==> src/rtl/irq_pkg.sv <==
// Package: shared widths, bit positions and masks of the interrupt status word.
// Assumes a 16-bit status word whose bit positions are fixed by the host software.
package irq_pkg;
    localparam int STAT_W = 16;
    typedef logic [STAT_W-1:0] stat_t;

    localparam int B_RX_AVAIL   = 0;
    localparam int B_RX_AFULL   = 1;
    localparam int B_RX_FULL    = 2;
    localparam int B_RX_OVF     = 3;
    localparam int B_TX_EMPTY   = 4;
    localparam int B_TX_AEMPTY  = 5;
    localparam int B_PARITY     = 7;
    localparam int B_RX_ERR     = 8;
    localparam int B_SELFTEST   = 9;
    localparam int B_SCHED      = 10;
    localparam int B_ASYNC_SENT = 11;
    localparam int B_TX_DONE    = 12;

    localparam int N_LVL   = 4;   // level flags latched on their rising edge
    localparam int N_PULSE = 5;   // pulse inputs latched directly

    localparam stat_t VALID_MASK = 16'h1FBF;

    // Status position of the i-th rising-edge level flag.
    function automatic int lvl_pos(input int i);
        case (i)
            0:       return B_RX_AFULL;
            1:       return B_RX_FULL;
            2:       return B_TX_EMPTY;
            default: return B_TX_AEMPTY;
        endcase
    endfunction

    // Status position of the i-th pulse input (bits 7..11 in order).
    function automatic int pulse_pos(input int i);
        return B_PARITY + i;
    endfunction
endpackage

==> src/rtl/irq_edge_det.sv <==
// Module: per-bit edge detector for level signals.
// Produces a one-cycle pulse, aligned with the input, on a rising (RISE=1) or
// falling (RISE=0) transition. The history register resets to RST_VAL so that
// the level present right after reset is not taken for an edge.
module irq_edge_det #(
    parameter int         W       = 1,
    parameter bit         RISE    = 1'b1,
    parameter logic [W-1:0] RST_VAL = '0
) (
    input  logic         clk,
    input  logic         rst_n,
    input  logic [W-1:0] lvl,
    output logic [W-1:0] edge_pulse
);
    logic [W-1:0] hist_q;

    // Keep last cycle's level for comparison.
    always_ff @(posedge clk) begin
        if (!rst_n) hist_q <= RST_VAL;
        else        hist_q <= lvl;
    end

    generate
        if (RISE) begin : g_rise
            // Rising transition: low last cycle, high now.
            always_comb edge_pulse = lvl & ~hist_q;
        end else begin : g_fall
            // Falling transition: high last cycle, low now.
            always_comb edge_pulse = hist_q & ~lvl;
        end
    endgenerate
endmodule

==> src/rtl/irq_event_map.sv <==
// Module: turns raw FIFO/transmitter state and event pulses into a vector of
// one-cycle events placed at their status positions.
// Assumes rx_word_in is a one-cycle strobe and that the FIFO flags describe the
// FIFO state before the offered word is accepted.
module irq_event_map
    import irq_pkg::*;
(
    input  logic  clk,
    input  logic  rst_n,
    input  logic  rx_word_in,
    input  logic  rx_fifo_empty,
    input  logic  rx_fifo_afull,
    input  logic  rx_fifo_full,
    input  logic  tx_fifo_empty,
    input  logic  tx_fifo_aempty,
    input  logic  tx_running,
    input  logic  [N_PULSE-1:0] pulses,
    output stat_t evt_vec
);
    logic [N_LVL-1:0] lvl_raw;
    logic [N_LVL-1:0] lvl_rise;
    logic             tx_fall;
    logic             word_to_empty;
    logic             word_dropped;

    // Gather the level flags in the order used by lvl_pos().
    always_comb lvl_raw = {tx_fifo_aempty, tx_fifo_empty, rx_fifo_full, rx_fifo_afull};

    irq_edge_det #(
        .W       (N_LVL),
        .RISE    (1'b1),
        .RST_VAL ({N_LVL{1'b1}})
    ) u_lvl_edge (
        .clk        (clk),
        .rst_n      (rst_n),
        .lvl        (lvl_raw),
        .edge_pulse (lvl_rise)
    );

    irq_edge_det #(
        .W       (1),
        .RISE    (1'b0),
        .RST_VAL (1'b0)
    ) u_tx_edge (
        .clk        (clk),
        .rst_n      (rst_n),
        .lvl        (tx_running),
        .edge_pulse (tx_fall)
    );

    // Qualify incoming words against the receive FIFO state.
    always_comb begin
        word_to_empty = rx_word_in & rx_fifo_empty & ~rx_fifo_full;
        word_dropped  = rx_word_in & rx_fifo_full;
    end

    // Place every event at its status position.
    always_comb begin
        evt_vec = '0;
        evt_vec[B_RX_AVAIL] = word_to_empty;
        evt_vec[B_RX_OVF]   = word_dropped;
        evt_vec[B_TX_DONE]  = tx_fall;
        for (int i = 0; i < N_LVL; i++)   evt_vec[lvl_pos(i)]   = lvl_rise[i];
        for (int j = 0; j < N_PULSE; j++) evt_vec[pulse_pos(j)] = pulses[j];
    end
endmodule

==> src/rtl/irq_status_reg.sv <==
// Module: sticky status register. New events OR into the stored bits; a clear
// request wipes the stored bits at the same edge, but events arriving in that
// cycle are kept. Reserved positions are forced to zero.
module irq_status_reg
    import irq_pkg::*;
(
    input  logic  clk,
    input  logic  rst_n,
    input  stat_t evt_vec,
    input  logic  clr,
    output stat_t status_q
);
    stat_t status_d;

    // Next state: old bits unless cleared, plus this cycle's events.
    always_comb status_d = ((clr ? '0 : status_q) | evt_vec) & VALID_MASK;

    // Hold the sticky status.
    always_ff @(posedge clk) begin
        if (!rst_n) status_q <= '0;
        else        status_q <= status_d;
    end
endmodule

==> src/rtl/irq_host_port.sv <==
// Module: host register port, enable mask and interrupt request.
// Address 0 reads (and clears) status, address 1 is the read/write enable word.
// Read data is registered; the request is registered from status AND enable.
module irq_host_port
    import irq_pkg::*;
#(
    parameter int ADDR_W = 2
) (
    input  logic              clk,
    input  logic              rst_n,
    input  logic              wr_en,
    input  logic              rd_en,
    input  logic [ADDR_W-1:0] addr,
    input  stat_t             wdata,
    input  stat_t             status_q,
    output logic              clr_status,
    output stat_t             enable_q,
    output stat_t             rdata_q,
    output logic              irq_q
);
    localparam logic [ADDR_W-1:0] A_STATUS = ADDR_W'(0);
    localparam logic [ADDR_W-1:0] A_ENABLE = ADDR_W'(1);

    stat_t rd_mux;

    // A read of the status address requests a clear.
    always_comb clr_status = rd_en && (addr == A_STATUS);

    // Select read data by address; unmapped addresses read zero.
    always_comb begin
        case (addr)
            A_STATUS: rd_mux = status_q;
            A_ENABLE: rd_mux = enable_q;
            default:  rd_mux = '0;
        endcase
    end

    // Enable word: writable, only valid positions stored.
    always_ff @(posedge clk) begin
        if (!rst_n)                         enable_q <= '0;
        else if (wr_en && addr == A_ENABLE) enable_q <= wdata & VALID_MASK;
    end

    // Registered read data.
    always_ff @(posedge clk) begin
        if (!rst_n)     rdata_q <= '0;
        else if (rd_en) rdata_q <= rd_mux;
    end

    // Registered interrupt request.
    always_ff @(posedge clk) begin
        if (!rst_n) irq_q <= 1'b0;
        else        irq_q <= |(status_q & enable_q);
    end
endmodule

==> src/rtl/irq_status_ctrl.sv <==
// Module: top of the latched interrupt status controller for one channel.
// Connects event derivation, the sticky status word and the host port.
// Assumes a single clock domain; all inputs are synchronous to clk.
module irq_status_ctrl
    import irq_pkg::*;
#(
    parameter int ADDR_W = 2
) (
    input  logic              clk,
    input  logic              rst_n,
    input  logic              reg_wr_en,
    input  logic              reg_rd_en,
    input  logic [ADDR_W-1:0] reg_addr,
    input  logic [15:0]       reg_wdata,
    output logic [15:0]       reg_rdata,
    input  logic              rx_word_in,
    input  logic              rx_fifo_empty,
    input  logic              rx_fifo_afull,
    input  logic              rx_fifo_full,
    input  logic              tx_fifo_empty,
    input  logic              tx_fifo_aempty,
    input  logic              tx_running,
    input  logic              ev_parity,
    input  logic              ev_rx_err,
    input  logic              ev_selftest,
    input  logic              ev_sched,
    input  logic              ev_async_sent,
    output logic              irq
);
    stat_t             evt_vec;
    stat_t             status_q;
    stat_t             enable_q;
    stat_t             rdata_q;
    logic              clr_status;
    logic              irq_q;
    logic [N_PULSE-1:0] pulses;

    // Pulse inputs in status-position order (bits 7..11).
    always_comb pulses = {ev_async_sent, ev_sched, ev_selftest, ev_rx_err, ev_parity};

    irq_event_map u_map (
        .clk            (clk),
        .rst_n          (rst_n),
        .rx_word_in     (rx_word_in),
        .rx_fifo_empty  (rx_fifo_empty),
        .rx_fifo_afull  (rx_fifo_afull),
        .rx_fifo_full   (rx_fifo_full),
        .tx_fifo_empty  (tx_fifo_empty),
        .tx_fifo_aempty (tx_fifo_aempty),
        .tx_running     (tx_running),
        .pulses         (pulses),
        .evt_vec        (evt_vec)
    );

    irq_status_reg u_stat (
        .clk      (clk),
        .rst_n    (rst_n),
        .evt_vec  (evt_vec),
        .clr      (clr_status),
        .status_q (status_q)
    );

    irq_host_port #(.ADDR_W(ADDR_W)) u_host (
        .clk        (clk),
        .rst_n      (rst_n),
        .wr_en      (reg_wr_en),
        .rd_en      (reg_rd_en),
        .addr       (reg_addr),
        .wdata      (reg_wdata),
        .status_q   (status_q),
        .clr_status (clr_status),
        .enable_q   (enable_q),
        .rdata_q    (rdata_q),
        .irq_q      (irq_q)
    );

    // Drive the outputs from the registered values.
    always_comb begin
        reg_rdata = rdata_q;
        irq       = irq_q;
    end
endmodule

==> config.mk <==
export PLATFORM = sky130hd
export DESIGN_NAME = irq_status_ctrl
export DESIGN_NICKNAME = d
export VERILOG_FILES = /design/src/rtl/irq_pkg.sv /design/src/rtl/irq_edge_det.sv /design/src/rtl/irq_event_map.sv /design/src/rtl/irq_status_reg.sv /design/src/rtl/irq_host_port.sv /design/src/rtl/irq_status_ctrl.sv
export SDC_FILE = /design/constraint.sdc
export NUM_CORES = 1
export LEC_CHECK = 0
export BUFFER_PORTS_ARGS = -buffer_cell sky130_fd_sc_hd__buf_2
export CORE_ASPECT_RATIO = 0.75
export CORE_UTILIZATION = 49
export CTS_BUF_LIST = sky130_fd_sc_hd__clkbuf_16
export DETAILED_ROUTE_END_ITERATION = 6
export GPL_TIMING_DRIVEN = 0
export PLACE_DENSITY = 0.88
export SYNTH_ARGS = -nofsm -noshare
export SYNTH_HDL_FRONTEND = slang
export SYNTH_SLANG_ARGS = --single-unit
==> constraint.sdc <==
create_clock -name clk -period 1.1 [get_ports clk]
set_clock_uncertainty 0.05 [all_clocks]
set_input_delay 0.055 -clock clk [delete_from_list [all_inputs] [get_ports clk]]
set_output_delay 0.055 -clock clk [all_outputs]
set_load 0.02 [all_outputs]
### After elaboration in Yosys (flattened, before gate mapping)

Cells that the tools add are included.

* logic and storage cells: 23
* register bits after elaboration: 46
* output and inout port bits: 17
* input port bits: 34

* reductions and logical operators: 4
* bitwise logic cells: 10
* equality and inequality tests: 1
* mux-type cells: 2

Operators by type and width (count)
* $pmux W13 S2: 1
* $reduce_or A16 Y1: 1
* $and A13 B13 Y13: 1
* $mux W13: 1
* $or A13 B13 Y13: 1
* $and A1 B1 Y1: 4
* $and A4 B4 Y4: 1
* $not A4 Y4: 1
* $eq A2 B1 Y1 const B: 1
* $logic_and A1 B1 Y1: 2
* $logic_not A2 Y1: 1
* $not A1 Y1: 2

### Longest topological paths before layout

* depth after elaboration: 4
* depth in mapped cells: 5
* gate-level depth less buffers: 3

### Cells and area by module

Synthesis repeated with hierarchy kept, for this count alone.

* cell total of the unflattened synthesis: 196
* area total of the unflattened synthesis: 2052.0 um^2

Modules (own cells, without submodules)
* irq_host_port: area an instance 1293.7 um^2, times used 1, cells an instance 123, sequential area each 580.6 um^2
* irq_status_reg: area an instance 451.7 um^2, times used 1, cells an instance 43, sequential area each 240.2 um^2
* irq_edge_det at u_map.u_lvl_edge: area an instance 160.2 um^2, times used 1, cells an instance 12, sequential area each 80.1 um^2
* irq_event_map: area an instance 110.1 um^2, times used 1, cells an instance 15, sequential area each 0.0 um^2
* irq_edge_det at u_map.u_tx_edge: area an instance 36.3 um^2, times used 1, cells an instance 3, sequential area each 20.0 um^2

### Least setup slack after synthesis

No wires, ideal clock.

* path type: input-to-reg
* start point: input reg_addr[0]
* end point: register u_stat.status_q[10]
* stages: 5
* setup time: 128 ps
* buffers on the path: 2
* required time: 922 ps
* setup slack: 80 ps
* data arrival time: 843 ps
* cell sequence: buf_6 or3b_4 buf_6 a21oi_1 nor2_1

* word-level cells in the longest chain between the ends: 4

Ends and longest elaborated chain
* start, declared: RTL line irq_status_ctrl.sv:13 `input logic [ADDR_W-1:0] reg_addr,`
* $logic_not A2 Y1: RTL line irq_host_port.sv:27 `always_comb clr_status = rd_en && (addr == A_STATUS);`
* $logic_and A1 B1 Y1: RTL line irq_host_port.sv:27
* $mux W13: RTL line irq_status_reg.sv:16 `always_comb status_d = ((clr ? '0 : status_q) | evt_vec) & VALID_MASK;`
* $or A13 B13 Y13: RTL line irq_status_reg.sv:16
* end signal, assigned: RTL line irq_status_reg.sv:21 `else status_q <= status_d;`
* end, declared: RTL line irq_status_reg.sv:11 `output stat_t status_q`

Every way passes these cells.
A chain may end at the register's enable or synchronous reset.

### Final worst setup path

* start point: register u_stat.status_q[7]
* end point: register u_host.irq_q

* word-level cells in the longest chain between the ends: 2

Ends and longest elaborated chain
* $and A13 B13 Y13: RTL line irq_host_port.sv:53 `else irq_q <= |(status_q & enable_q);`
* $reduce_or A16 Y1: RTL line irq_host_port.sv:53
* end signal, assigned: RTL line irq_host_port.sv:53
* end, declared: RTL line irq_host_port.sv:19 `output logic irq_q`

Every way passes these cells.

==> flow_summary.yaml <==
run_status:
  run_status: "finished clean"
timing:
  rsz0062_at_grt: "false"
  finalHoldViolations: 0
  fmax_mhz: 932.7
  finalCritPeriodShare_pct: 97.47
  maxSlewViolCount: 0
  finalSetupViolCount: 0
  min_period_ns: 1.072
power_and_ir_drop:
  power_mw: 3.378
  power_frac_comb_pct: 11.7
  switching_share_pct: 22.65
  leakage_nw: 1.117
  pwr-share-clk_pct: 39.9
  p_switching_mw: 0.7651
  p_int_mw: 2.613
  pwr_density_cell_nw_per_um2: 1471
  power_frac_seq_pct: 48.4
  ir_worst_vdd_mv: 1.004
worst_hold_path:
  min_path_cells: 3
  hp-class: "input port to register"
  hold-path-endpoint: "u_stat.status_q[0]"
  min-delay-start: "rx_fifo_empty"
critical_path:
  worstSetupEndpointType: "register"
  ff2ff_path_depth: 3
  critPathBufInv: 0
  regToRegStartpoint: "u_stat.status_q[7]"
  critPathTopFamily: "compound AO/OA/AOI/OAI gates"
  worstPathRequired_ns: 1.21
  r2r_slack_ns: 0.03
  crit_fanout: 3
  max_stage_delay_ns: 0.33
  reg2reg_to: "u_host.irq_q"
  path_class: "register to register"
  cp-start-kind: "register"
  arrival_ns: 1.18
  slowest_stage: "dfxtp_1"
  path_cells: "a22o_1 -> a221oi_2 -> a31oi_1"
layout:
  instances_no_fill: 276
  diodes: 0
  area_delta_synth_final_pct: 40.83
  nets: 272
  multi_input_area_um2: 721.9
  final_cell_mix: "dfxtp_1 (42), buf_2 (41), nor2_1 (36)"
  regArea_um2: 840.8
  fin_util_pct: 75.48
  layout-drive-gt1-share_pct: 24.79
  fillers: 208
  final_common_cell: "dfxtp_1"
synth:
  synth_top_flop_cell: "dfxtp_1"
  yosys_warnings: 0
  synth-seq-area-share_pct: 51.57
  yosys-top-cells-area: "dfxtp_1 (52%), mux2i_1 (15%), nor2_1 (8.3%)"
  async_flop_share_pct: 0
  syn-cell-area_um2: 1630
  netlist_instances: 162
  synth_edf_count: 0
  yosysTopAreaCellShare_pct: 51.57
  synth_cell_type_count: 22
  avgSynthCellArea_um2: 10.06
  synth_seq_cells: 42
  yosys.area.top_type: "dfxtp_1"
cts:
  clk_pin_slew_ns: 0.06
  tritoncts: "built"
  clk_latency_ns: 0.28
  clk_path_buf_depth: 2
  cts-root-buf: "clkbuf_16"
  cts_sinks: 42
  h-tree-depth: 2
  cts_buffers: 5
floorplan:
  fp.dieW_um: 68.61
  die_h_um: 51.96
  dieArea_um2: 3564
  rows: 17
  core-area_um2: 3042
  io_pins: 51
  initial_core_util_pct: 53.60
detailed_routing:
  routed_wl_mm: 4.030
  vias: 1432
  drc: 0
  vias_per_cell: 5.188
  ant_nets: 0
  routedWlPerCell_um: 14.60
  drtIter0Drc: 88
  dr.pass1.iters: 4
global_routing:
  gr-usage-all-layers_pct: 25.49
  antenna_found_initial: 0
  grt_max_degree: 12
  grt-ovfl-total: 0
  grt_pass1_wl_mm: 6.279
  grt_pass1_vias: 1373
place:
  port_buffers: 41
  dp.cells: 244
  gp_congestion: 0.7689
  dp_hpwl_mm: 2.483
job:
  drv_cap: 0
cell usage after synthesis (2+ instances only):
master	number
nor2_1	36
a2bb2oi_1	13
a22o_1	3
mux2i_1	24
nand2b_1	4
nor2b_1	4
inv_1	2
a221oi_1	3
clkbuf_1	5
a21oi_1	9
buf_4	6
buf_6	2
dfxtp_1	42
per-layer routing:
| layer | track usage (%) | vias to the layer above | part of all wire [%] |
|---|---|---|---|
| met5 | 0 | - | 0 |
| met4 | 13.19 | 0 | 2.7 |
| met3 | 9.868 | 11 | 8.4 |
| met2 | 36.93 | 62 | 43 |
| met1 | 32.38 | 648 | 45 |
| li1 | - | 711 | - |
logic make-up after synthesis:
| kind of cell | after synthesis | share of synthesized area (%) |
|---|---|---|
| buffers and inverters | 16 | 5.986 |
| and+or+nand+nor | 48 | 13.12 |
| DFF | 42 | 51.57 |
| muxes | 24 | 14.74 |
| other | 1 | 0.2300 |
| AOI/OAI and AO/OA | 31 | 14.35 |
worst max-delay path by stage:
stage | slack [ns] | startpoint | cells past startpoint | to
after floorplan | 0.08 | reg_addr[0] | 5 | u_stat.status_q[10]
after global placement | 0.0007 | u_stat.status_q[7] | 3 | u_host.irq_q
after detailed placement | -0.03 | reg_addr[1] | 5 | u_stat.status_q[8]
after CTS | 0.04 | u_stat.status_q[9] | 3 | u_host.irq_q
after global routing | 0.01 | u_stat.status_q[7] | 3 | u_host.irq_q
final | 0.03 | u_stat.status_q[7] | 3 | u_host.irq_q
metrics by stage:
step                      TNS (ns)  hold slack [ns]  setup slack (ns)  area [um^2]
after floorplan                  0          0.07385           0.07985         1642
after global placement           0           0.1984         0.0007433         1894
after detailed placement   -0.1365           0.2029          -0.02863         1894
after CTS                        0          0.02467           0.04021         2283
after global routing             0          0.04610           0.01022         2296
final                            0          0.02257           0.02782         2296
what timing repair did:
item	4_1_cts	5_1_grt
resized for setup	1	2
setup endpoints to repair	1	1
hold endpoints to repair	23	0
buffers inserted	0	0
hold buffers	25	0
cell type report:
class	count	area share [%]
Tap cell	38	2.071
Timing Repair Buffer	66	19.84
Inverter	3	0.4905
Clock buffer	5	5.450
Sequential cell	42	36.62
Clock inverter	2	0.3270
Buffer	13	3.760
Multi-Input combinational cell	107	31.44
power by group through the flow:
stage          registers (mW)  logic, mW  clock network, mW
2_1_floorplan            1.66      0.205                  0
3_3_place_gp             1.66      0.308                  0
3_5_place_dp             1.66      0.313                  0
4_1_cts                  1.63      0.383               1.37
5_1_grt                  1.64      0.431               1.45
6_report                 1.64      0.395               1.35
flip-flops by register name, indices dropped and copies added, names as in the netlist:
register                 cells
u_stat.status_q             12
u_host.enable_q             12
u_host.rdata_q              12
u_map.u_tx_edge.hist_q       1
u_map.u_lvl_edge.hist_q      4
u_host.irq_q                 1
worst min-delay path, cell delays in order:
cell     delay, ns
buf_2         0.08
a32oi_1       0.08
nor2_1        0.09
Power figures use the tool's default switching activity.
